### src/rtl/vsg_pkg.sv
package vsg_pkg;

  localparam int OFS_W = 5;

  // Index 0 is the odd field, index 1 the even field.
  typedef struct packed {
    logic [OFS_W-1:0] beg;
    logic             beg_early;
    logic [1:0]       dly;
    logic [1:0]       adv;
    logic [OFS_W-1:0] vend;
    logic [OFS_W-1:0] ftog;
  } vsg_cfg_t;

  localparam vsg_cfg_t CFG_DEFAULT = '{
    beg:       OFS_W'(5),
    beg_early: 1'b1,
    dly:       2'b10,
    adv:       2'b00,
    vend:      OFS_W'(4),
    ftog:      OFS_W'(6)
  };

  // Fold a line position one frame length at most into 1..n.
  function automatic int wrap_line(input int x, input int n);
    if (x > n)      return x - n;
    else if (x < 1) return x + n;
    else            return x;
  endfunction

endpackage

### src/rtl/vsg_cfg_hold.sv
module vsg_cfg_hold
  import vsg_pkg::*;
(
  input  logic     clk,
  input  logic     rst_n,
  input  logic     load,
  input  vsg_cfg_t cfg_in,
  output vsg_cfg_t cfg_eff
);

  vsg_cfg_t held_q;
  vsg_cfg_t held_n;

  always_comb begin
    held_n  = load ? cfg_in : held_q;
    cfg_eff = load ? cfg_in : held_q;
  end

  always_ff @(posedge clk or negedge rst_n) begin
    if (!rst_n) held_q <= CFG_DEFAULT;
    else        held_q <= held_n;
  end

endmodule

### src/rtl/vsg_line_ctr.sv
module vsg_line_ctr #(
  parameter int NLINES = 625,
  parameter int LW     = $clog2(NLINES + 1)
) (
  input  logic          clk,
  input  logic          rst_n,
  input  logic          line_start,
  input  logic          frame_start,
  output logic [LW-1:0] line_q,
  output logic [LW-1:0] line_nxt,
  output logic          tick,
  output logic          running
);

  logic run_n;

  always_comb begin
    tick  = (line_start | frame_start) & (running | frame_start);
    run_n = running | frame_start;
    if (frame_start)
      line_nxt = LW'(1);
    else if (line_q == LW'(NLINES))
      line_nxt = LW'(1);
    else
      line_nxt = line_q + LW'(1);
  end

  always_ff @(posedge clk or negedge rst_n) begin
    if (!rst_n) begin
      line_q  <= LW'(1);
      running <= 1'b0;
    end else begin
      if (tick) line_q <= line_nxt;
      running <= run_n;
    end
  end

endmodule

### src/rtl/vsg_edge_calc.sv
module vsg_edge_calc
  import vsg_pkg::*;
#(
  parameter int NLINES = 625,
  parameter int LW     = $clog2(NLINES + 1),
  parameter int NOM    = 622,
  parameter int FIDX   = 0
) (
  input  vsg_cfg_t      cfg,
  output logic [LW-1:0] beg_line,
  output logic [LW-1:0] pre_line,
  output logic [LW-1:0] end_line,
  output logic [LW-1:0] tog_line,
  output logic          adv
);

  int b_raw;
  int b_wrapped;

  always_comb begin
    b_raw     = NOM + (cfg.beg_early ? -int'(cfg.beg) : int'(cfg.beg))
                    + int'(cfg.dly[FIDX]);
    b_wrapped = wrap_line(b_raw, NLINES);
    beg_line  = LW'(b_wrapped);
    pre_line  = LW'(wrap_line(b_wrapped - 1, NLINES));
    end_line  = LW'(wrap_line(NOM + int'(cfg.vend), NLINES));
    tog_line  = LW'(wrap_line(NOM + int'(cfg.ftog), NLINES));
    adv       = cfg.adv[FIDX];
  end

endmodule

### src/rtl/pal_vsync_gen.sv
module pal_vsync_gen
  import vsg_pkg::*;
#(
  parameter int NLINES   = 625,
  parameter int NOM_ODD  = 622,
  parameter int NOM_EVEN = 310
) (
  input  logic             clk,
  input  logic             rst_n,
  input  logic             line_start,
  input  logic             half_line,
  input  logic             frame_start,
  input  logic [OFS_W-1:0] cfg_beg_ofs,
  input  logic             cfg_beg_early,
  input  logic             cfg_dly_odd,
  input  logic             cfg_dly_even,
  input  logic             cfg_adv_odd,
  input  logic             cfg_adv_even,
  input  logic [OFS_W-1:0] cfg_end_ofs,
  input  logic [OFS_W-1:0] cfg_tog_ofs,
  output logic             vs,
  output logic             v_bit,
  output logic             field
);

  localparam int LW = $clog2(NLINES + 1);
  localparam int NF = 2;

  vsg_cfg_t cfg_in;
  vsg_cfg_t cfg_eff;

  logic [LW-1:0] line_q;
  logic [LW-1:0] line_nxt;
  logic          tick;
  logic          running;

  logic [LW-1:0] beg_l [NF];
  logic [LW-1:0] pre_l [NF];
  logic [LW-1:0] end_l [NF];
  logic [LW-1:0] tog_l [NF];
  logic [NF-1:0] adv_f;

  logic vs_q, vb_q, fld_q;
  logic vs_n, fld_n;
  logic set_c, clr_c, mid_ok;

  always_comb begin
    cfg_in.beg       = cfg_beg_ofs;
    cfg_in.beg_early = cfg_beg_early;
    cfg_in.dly       = {cfg_dly_even, cfg_dly_odd};
    cfg_in.adv       = {cfg_adv_even, cfg_adv_odd};
    cfg_in.vend      = cfg_end_ofs;
    cfg_in.ftog      = cfg_tog_ofs;
  end

  vsg_cfg_hold u_hold (
    .clk     (clk),
    .rst_n   (rst_n),
    .load    (frame_start),
    .cfg_in  (cfg_in),
    .cfg_eff (cfg_eff)
  );

  vsg_line_ctr #(.NLINES(NLINES), .LW(LW)) u_ctr (
    .clk         (clk),
    .rst_n       (rst_n),
    .line_start  (line_start),
    .frame_start (frame_start),
    .line_q      (line_q),
    .line_nxt    (line_nxt),
    .tick        (tick),
    .running     (running)
  );

  for (genvar g = 0; g < NF; g++) begin : g_fld
    vsg_edge_calc #(
      .NLINES (NLINES),
      .LW     (LW),
      .NOM    ((g == 0) ? NOM_ODD : NOM_EVEN),
      .FIDX   (g)
    ) u_calc (
      .cfg      (cfg_eff),
      .beg_line (beg_l[g]),
      .pre_line (pre_l[g]),
      .end_line (end_l[g]),
      .tog_line (tog_l[g]),
      .adv      (adv_f[g])
    );
  end

  // Next-state: set/clear events for VS, toggle events for FIELD.
  always_comb begin
    set_c  = 1'b0;
    clr_c  = 1'b0;
    mid_ok = half_line & ~line_start & ~frame_start & running;
    for (int k = 0; k < NF; k++) begin
      if (tick && (line_nxt == beg_l[k]) && !adv_f[k]) set_c = 1'b1;
      if (mid_ok && adv_f[k] && (line_q == pre_l[k]))  set_c = 1'b1;
      if (tick && (line_nxt == end_l[k]))               clr_c = 1'b1;
    end
    if (clr_c)      vs_n = 1'b0;
    else if (set_c) vs_n = 1'b1;
    else            vs_n = vs_q;

    fld_n = fld_q;
    if (tick) begin
      if (line_nxt == tog_l[0])      fld_n = 1'b0;
      else if (line_nxt == tog_l[1]) fld_n = 1'b1;
    end
  end

  always_ff @(posedge clk or negedge rst_n) begin
    if (!rst_n) begin
      vs_q  <= 1'b0;
      vb_q  <= 1'b0;
      fld_q <= 1'b0;
    end else begin
      vs_q  <= vs_n;
      vb_q  <= vs_n;
      fld_q <= fld_n;
    end
  end

  assign vs    = vs_q;
  assign v_bit = vb_q;
  assign field = fld_q;

endmodule

### config.mk
export PLATFORM = sky130hd
export DESIGN_NAME = pal_vsync_gen
export DESIGN_NICKNAME = d
export VERILOG_FILES = /design/src/rtl/vsg_pkg.sv /design/src/rtl/vsg_cfg_hold.sv /design/src/rtl/vsg_line_ctr.sv /design/src/rtl/vsg_edge_calc.sv /design/src/rtl/pal_vsync_gen.sv
export SDC_FILE = /design/constraint.sdc
export NUM_CORES = 1
export LEC_CHECK = 0
export BUFFER_PORTS_ARGS = -buffer_cell sky130_fd_sc_hd__buf_4
export CORE_ASPECT_RATIO = 1.1
export CORE_UTILIZATION = 30
export DETAILED_ROUTE_END_ITERATION = 8
export HOLD_SLACK_MARGIN = 0.08
export MAX_ROUTING_LAYER = met4
export PLACE_DENSITY = 0.46
export SETUP_SLACK_MARGIN = 0.2
export SKIP_LAST_GASP = 1
export SLEW_MARGIN = 30
export SYNTH_ARGS = -nofsm -noshare
export SYNTH_HDL_FRONTEND = slang
export SYNTH_SLANG_ARGS = --single-unit
### constraint.sdc
create_clock -name clk -period 7.95 [get_ports clk]
set_clock_uncertainty 0.1 [all_clocks]
set_input_delay 1.1925 -clock clk [delete_from_list [all_inputs] [get_ports clk]]
set_output_delay 1.1925 -clock clk [all_outputs]
set_load 0.005 [all_outputs]
---- Word level (Yosys, flattened, before mapping) ----
Index checks and enable logic that the tools add are counted.
storage, ports and cells
  register bits after elaboration ......... 33
  output and inout bits ................... 3
operators by class
  $add $sub $neg .......................... 28
  magnitude comparators ................... 16
  equal/unequal tests ..................... 9
  mux-type cells .......................... 30
  bitwise logic cells ..................... 8
  reductions and logical operators ........ 15
operator list
  kind                                                         number
  > comparator 32 x 11 -> 1 bit, second input constant         6
  less-than comparator 32 x 2 -> 1 bit, second input constant  6
  2-to-1 mux 32 bit                                            5
  2-to-1 mux 10 bit                                            14
  equality test 10 bit                                         8
  adder 32 x 11 -> 32 bit, second input constant               2
  adder 32 x 2 -> 32 bit                                       2
  subtractor 32 x 11 -> 32 bit, second input constant          2
  subtractor 32 x 2 -> 32 bit, second input constant           2
  adder 10 bit, second input constant                          6
  subtractor 10 bit, second input constant                     6
  adder 10 x 32 -> 32 bit, first input constant                1
  adder 11 x 32 -> 32 bit, first input constant                1
  negator 5 -> 32 bit                                          1
  adder 10 x 5 -> 11 bit, first input constant                 2
  > comparator 11 x 10 -> 1 bit, second input constant         2
  less-than comparator 11 x 1 -> 1 bit, second input constant  2
  adder 9 x 5 -> 10 bit, first input constant                  2
  2-to-1 mux 20 bit                                            1
  adder 10 x 1 -> 10 bit, second input constant                1
  equality test 10 bit, second input constant                  1
  logical AND 1 bit                                            10
  2-to-1 mux 1 bit                                             10
  bitwise AND 1 bit                                            4
  5 further kinds                                              9

---- Longest topological paths before layout ----
  depth after elaboration ................. 19
  depth in mapped cells ................... 35
  gate-level depth less buffers ........... 28

---- Cells and area by module ----
A second synthesis with hierarchy kept.
unflattened totals
  cell total of the unflattened synthesis .. 823
  area total of the unflattened synthesis .. 6844.1 sq um
by module, submodules not included
  module                            instances  cells each  area each (sq um)  seq. area each (sq um)
  vsg_edge_calc at g_fld[0].u_calc  1          353         2542.4             0.0
  vsg_edge_calc at g_fld[1].u_calc  1          209         1616.6             0.0
  pal_vsync_gen                     1          128         1072.3             50.0
  vsg_cfg_hold                      1          42          832.0              509.2
  vsg_line_ctr                      1          91          780.7              276.5

---- Worst setup path before layout ----
OpenSTA, ideal clock, no wires.
  path kind ............................... input to register
  start ................................... input port frame_start
  end ..................................... register vb_q (netlist: v_bit)
  arrival time ............................ 7.959 ns
  required time ........................... 7.746 ns
  path slack .............................. -0.213 ns
  cell stages on the path ................. 32
  path through ............................ buf_6 > buf_6 > buf_6 > clkbuf_1 > buf_1 > mux2i_1 > ha_1 > clkbuf_1 > nor2b_1 > ha_1 > mux2i_1 > mux2_2 > buf_2 > nor4_1 > a311oi_2 > nor2_2 > buf_4 > or2_2 > clkbuf_1 > xnor2_1 > inv_1 > ha_1 > clkinv_1 > nor3_2 > nand3_1 > a2111o_1 > o31ai_4 > nand2_1 > o21a_1 > xor2_1 > o2111ai_1 > o41ai_2
on the way
  longest elaborated chain between the ends .. 18
  elaborated cells on any way between the ends .. 80
  those cells by class .................... add/sub (21); order compare (12); eq/ne (6); mux (22); bitwise (6); reduce/logical (13)
ends and longest elaborated chain
  element                                                                          RTL line              source
  start, declared                                                                  pal_vsync_gen.sv:12   input logic frame_start,
  2-to-1 mux 20 bit                                                                vsg_cfg_hold.sv:16    cfg_eff = load ? cfg_in : held_q;
  negator 5 -> 32 bit                                                              vsg_edge_calc.sv:21   b_raw = NOM + (cfg.beg_early ? -int'(cfg.beg) : int'(cfg.beg))
  2-to-1 mux 32 bit                                                                vsg_edge_calc.sv:21
  adder 11 x 32 -> 32 bit                                                          vsg_edge_calc.sv:21
  adder 32 x 2 -> 32 bit                                                           vsg_edge_calc.sv:22   + int'(cfg.dly[FIDX]);
  adder 32 x 11 -> 32 bit or less-than comparator 32 x 2 -> 1 bit (tied branches)  vsg_pkg.sv:27         else if (x < 1) return x + n;
  2-to-1 mux 32 bit                                                                vsg_pkg.sv:27
  2-to-1 mux 32 bit                                                                vsg_pkg.sv:26         if (x > n) return x - n;
  [2 not listed]                                                                   n/a
  2-to-1 mux 10 bit                                                                vsg_pkg.sv:27
  2-to-1 mux 10 bit                                                                vsg_pkg.sv:26
  equality test 10 bit                                                             pal_vsync_gen.sv:98   if (mid_ok && adv_f[k] && (line_q == pre_l[k])) set_c = 1'b1;
  logical AND 1 bit                                                                pal_vsync_gen.sv:98
  2-to-1 mux 1 bit                                                                 pal_vsync_gen.sv:98
  2-to-1 mux 1 bit                                                                 pal_vsync_gen.sv:97   if (tick && (line_nxt == beg_l[k]) && !adv_f[k]) set_c = 1'b1;
  2-to-1 mux 1 bit                                                                 pal_vsync_gen.sv:98
  nonzero test 2 bit (no line)                                                     n/a
  end signal, assigned                                                             pal_vsync_gen.sv:119  vb_q <= vs_n;
  end, declared                                                                    pal_vsync_gen.sv:43   logic vs_q, vb_q, fld_q;
Parallel ways exist; a longest one is shown, timed or not.
A chain may end at the register's enable or synchronous reset.

---- Worst setup path after layout ----
Ends and elaborated chain as after synthesis.

==> summary.txt <==
Run status
  • Outcome: completed

Power
  • Pint: about 700 uW
  • Clock network power share: 13.7%
  • Seq pwr share: 14.1%
  • Logic pwr share: 72.2%
  • Net Sw Frac: 50.9%
  • Peak supply drop: approximately 0.11 mV
  • Lkg Pwr: ~0.0025 uW
  • Pwr Density: around 220 nW/um2
  • Net Switching: ~740 uW

Synth
  • Syn Area/Cell: around 7.7 um2
  • Synth top area share: 11.2%
  • Syn. warnings: 0
  • Syn nets: 832
  • Number of synthesized register bits: 33
  • Netlist cell types: between 100 and 150
  • Synth area leaders: xnor2_1 (11%), dfrtp_1 (10%), ha_1 (6.0%), nand2_1 (5.9%), xor2_1 (5.4%)
  • Cell area after synthesis: around 6000 um2
  • Count leader, synth: nand2_1
  • Post-synth EDFFs: 0
  • Mapped Cells: a little under 800
  • Area leader, netlist: xnor2_1
  • FFs w/ async S/R, synth: 100%
  • Register area share after synthesis: approximately 14%
  • Post-synth top cells: nand2_1 (95), xnor2_1 (77), o21ai_0 (48), nor2_1 (41), a21oi_1 (38)
  • Top_reg_cell synth: dfrtp_1

Global route
  • Initial antenna violation count: 0
  • GRT Total Usage: ~20%
  • First-pass GRT wire length: ~30000 um
  • Largest net degree at the start of global routing: 34
  • Vias in the first global route: between 5k and 6k
  • GRT Residual Overflow: 0

Placed design
  • Port bufs: 27
  • DP Worst Slack: between 200 and 250 ps
  • Placer Congestion: 0.821
  • Post-DP HPWL: about 15000 um

Critical path
  • WP data required: around 8000 ps
  • Slowest CP cell: a2111o_1
  • Data arrival time of the worst path: around 7200 ps
  • Delay-heaviest family, CP: compound AO/OA/AOI/OAI gates
  • Critical path endpoint category: flop
  • Max stage delay on crit path: roughly 500 ps
  • Crit Path Max Fanout: 26
  • CP bufs+invs: 5
  • Startpoint types: input port
  • Setup CP Type: input port to flop

Run
  • Max-cap violation count: 0

Route
  • DR DRC count: 0
  • Drt pass-1 iters: 5
  • Final WL: 19100 um
  • DRT antenna net count: 0
  • Drt via density: about 5.5
  • Post-DR wirelength/cell: 18.3 um
  • Number of DRC markers in iteration 0: ~230
  • Via count: around 5.8k

Timing
  • Setup violators final: 0
  • Max Slew Vio Count: 0
  • Max Fclk: 140 MHz
  • Final worst setup slack: approximately 790 ps
  • Final setup TNS: 0 ps
  • Final period utilization: roughly nine tenths
  • Slew HR: about two fifths
  • RSZ-0062 raised after global routing: false
  • Worst slew pin tran: roughly 890 ps
  • Min Tclk post-route: approximately 7000 ps
  • Final hold vios: 0

Floorplanning
  • Core Area: 19700 um2
  • Die W: between 100 and 150 um
  • Initial Util: around 31%
  • Row count: 54
  • Num ports: 28
  • Die H: 151 um
  • Die Area: between 20000 and 25000 um2

Clocking
  • Root buf cell: clkbuf_16
  • Clock Latency Late Sink: 290 ps
  • Clk buf depth: 2
  • Hold Buf Count CTS: 0
  • CTS tree: yes
  • H-tree depth: 2
  • CTS Buf Count: 5
  • Clock Sinks: 33
  • Reg clk slew, reported paths: around 50 ps

Cells and area
  • Area delta synth->final: 10.6%
  • Post-layout net count: between 800 and 900
  • Layout cells sized above 1: between 10% and 20%
  • Fin util: 33.8%
  • N_diodes: 0

Worst hold path
  • Worst hold path class: flop to flop
[flip-flops by register name, indices dropped and copies added, names as in the netlist]
name,count
u_hold.held_q,20
u_ctr.line_q,10
u_ctr.running,1
field,1
v_bit,1
[power groups by stage]
stage,Combinational (uW),Sequential (uW),Clock [uW]
floorplan,807,198,0
detailed placement,1030,208,0
finish,1050,205,199
CTS,1030,205,208
global route,1160,206,215
global placement,1040,208,0
[timing repair]
action,CTS,global route
resized for setup,0,7
buffers inserted,0,4
setup endpoints to repair,0,1
endpoints found under the hold margin,0,0
[cells in the final DEF (no fill, tap or decap), types with 10 or more instances in the layout]
cell	synthesis	routed
a21oi_1	38	37
a31oi_1	10	10
and3_1	10	10
buf_4	3	42
dfrtp_1	25	25
ha_1	29	27
inv_1	32	32
mux2i_1	24	24
nand2_1	95	95
nand3_1	29	29
nand4_1	16	16
nor2_1	41	41
nor3_1	12	12
nor4_1	11	11
o21ai_0	48	48
o31ai_1	10	10
xnor2_1	77	77
xor2_1	37	37
[cell type report]
type / instances / area [um2]
Clock buffer: 8 / 146
Sequential cell: 33 / 836
Fill cell: 2124 / 13100
Timing Repair Buffer: 43 / 327
Multi-Input combinational cell: 674 / 4900
Tap cell: 252 / 315
Inverter: 35 / 139
[metal layers]
| layer | track usage (%) | share of wire, % |
|---|---|---|
| met1 | 23.6 | 45 |
| met2 | 34.8 | 50 |
| met3 | 2.19 | 2.5 |
| met4 | 5.93 | 2.3 |
| met5 | - | 0 |
[through the flow]
stage	cell area (um2)	hold slack, ps	power [uW]	std cells
3_5_place_dp	6450	404	1230	1033
2_1_floorplan	6030	360	1000	778
6_report	6660	411	1450	1045
4_1_cts	6600	416	1450	1041
3_3_place_gp	6450	390	1250	1033
5_1_grt	6660	453	1580	1045
[path summary, 6_finish.rpt]
path | startpoint | endpoint | slack (ps) | depth (start not counted)
min in group asynchronous | rst_n | u_hold.held_q[4] | 750 | 1
max in group asynchronous | rst_n | u_hold.held_q[14] | 6640 | 1
worst min register to register | u_ctr.running | u_ctr.running | 410 | 1
worst max-delay path | frame_start | v_bit | 790 | 29
worst max register to register | u_hold.held_q[15] | v_bit | 1520 | 28
worst min-delay path | u_ctr.running | u_ctr.running | 410 | 1
[kinds of logic (layout without fill, tap and decap cells)]
logic type,count (synthesis),in the layout,share of synthesized area [%]
AND/OR/NAND/NOR,276,276,24.1
AO/OA/AOI/OAI,218,218,27.4
XOR/XNOR,117,117,17.4
buffers and inverters,71,86,5.34
adder cells (fa/ha/maj),29,29,6.02
multiplexers,34,34,5.90
flip-flops,33,33,13.9
Power figures use the tool's default switching activity.
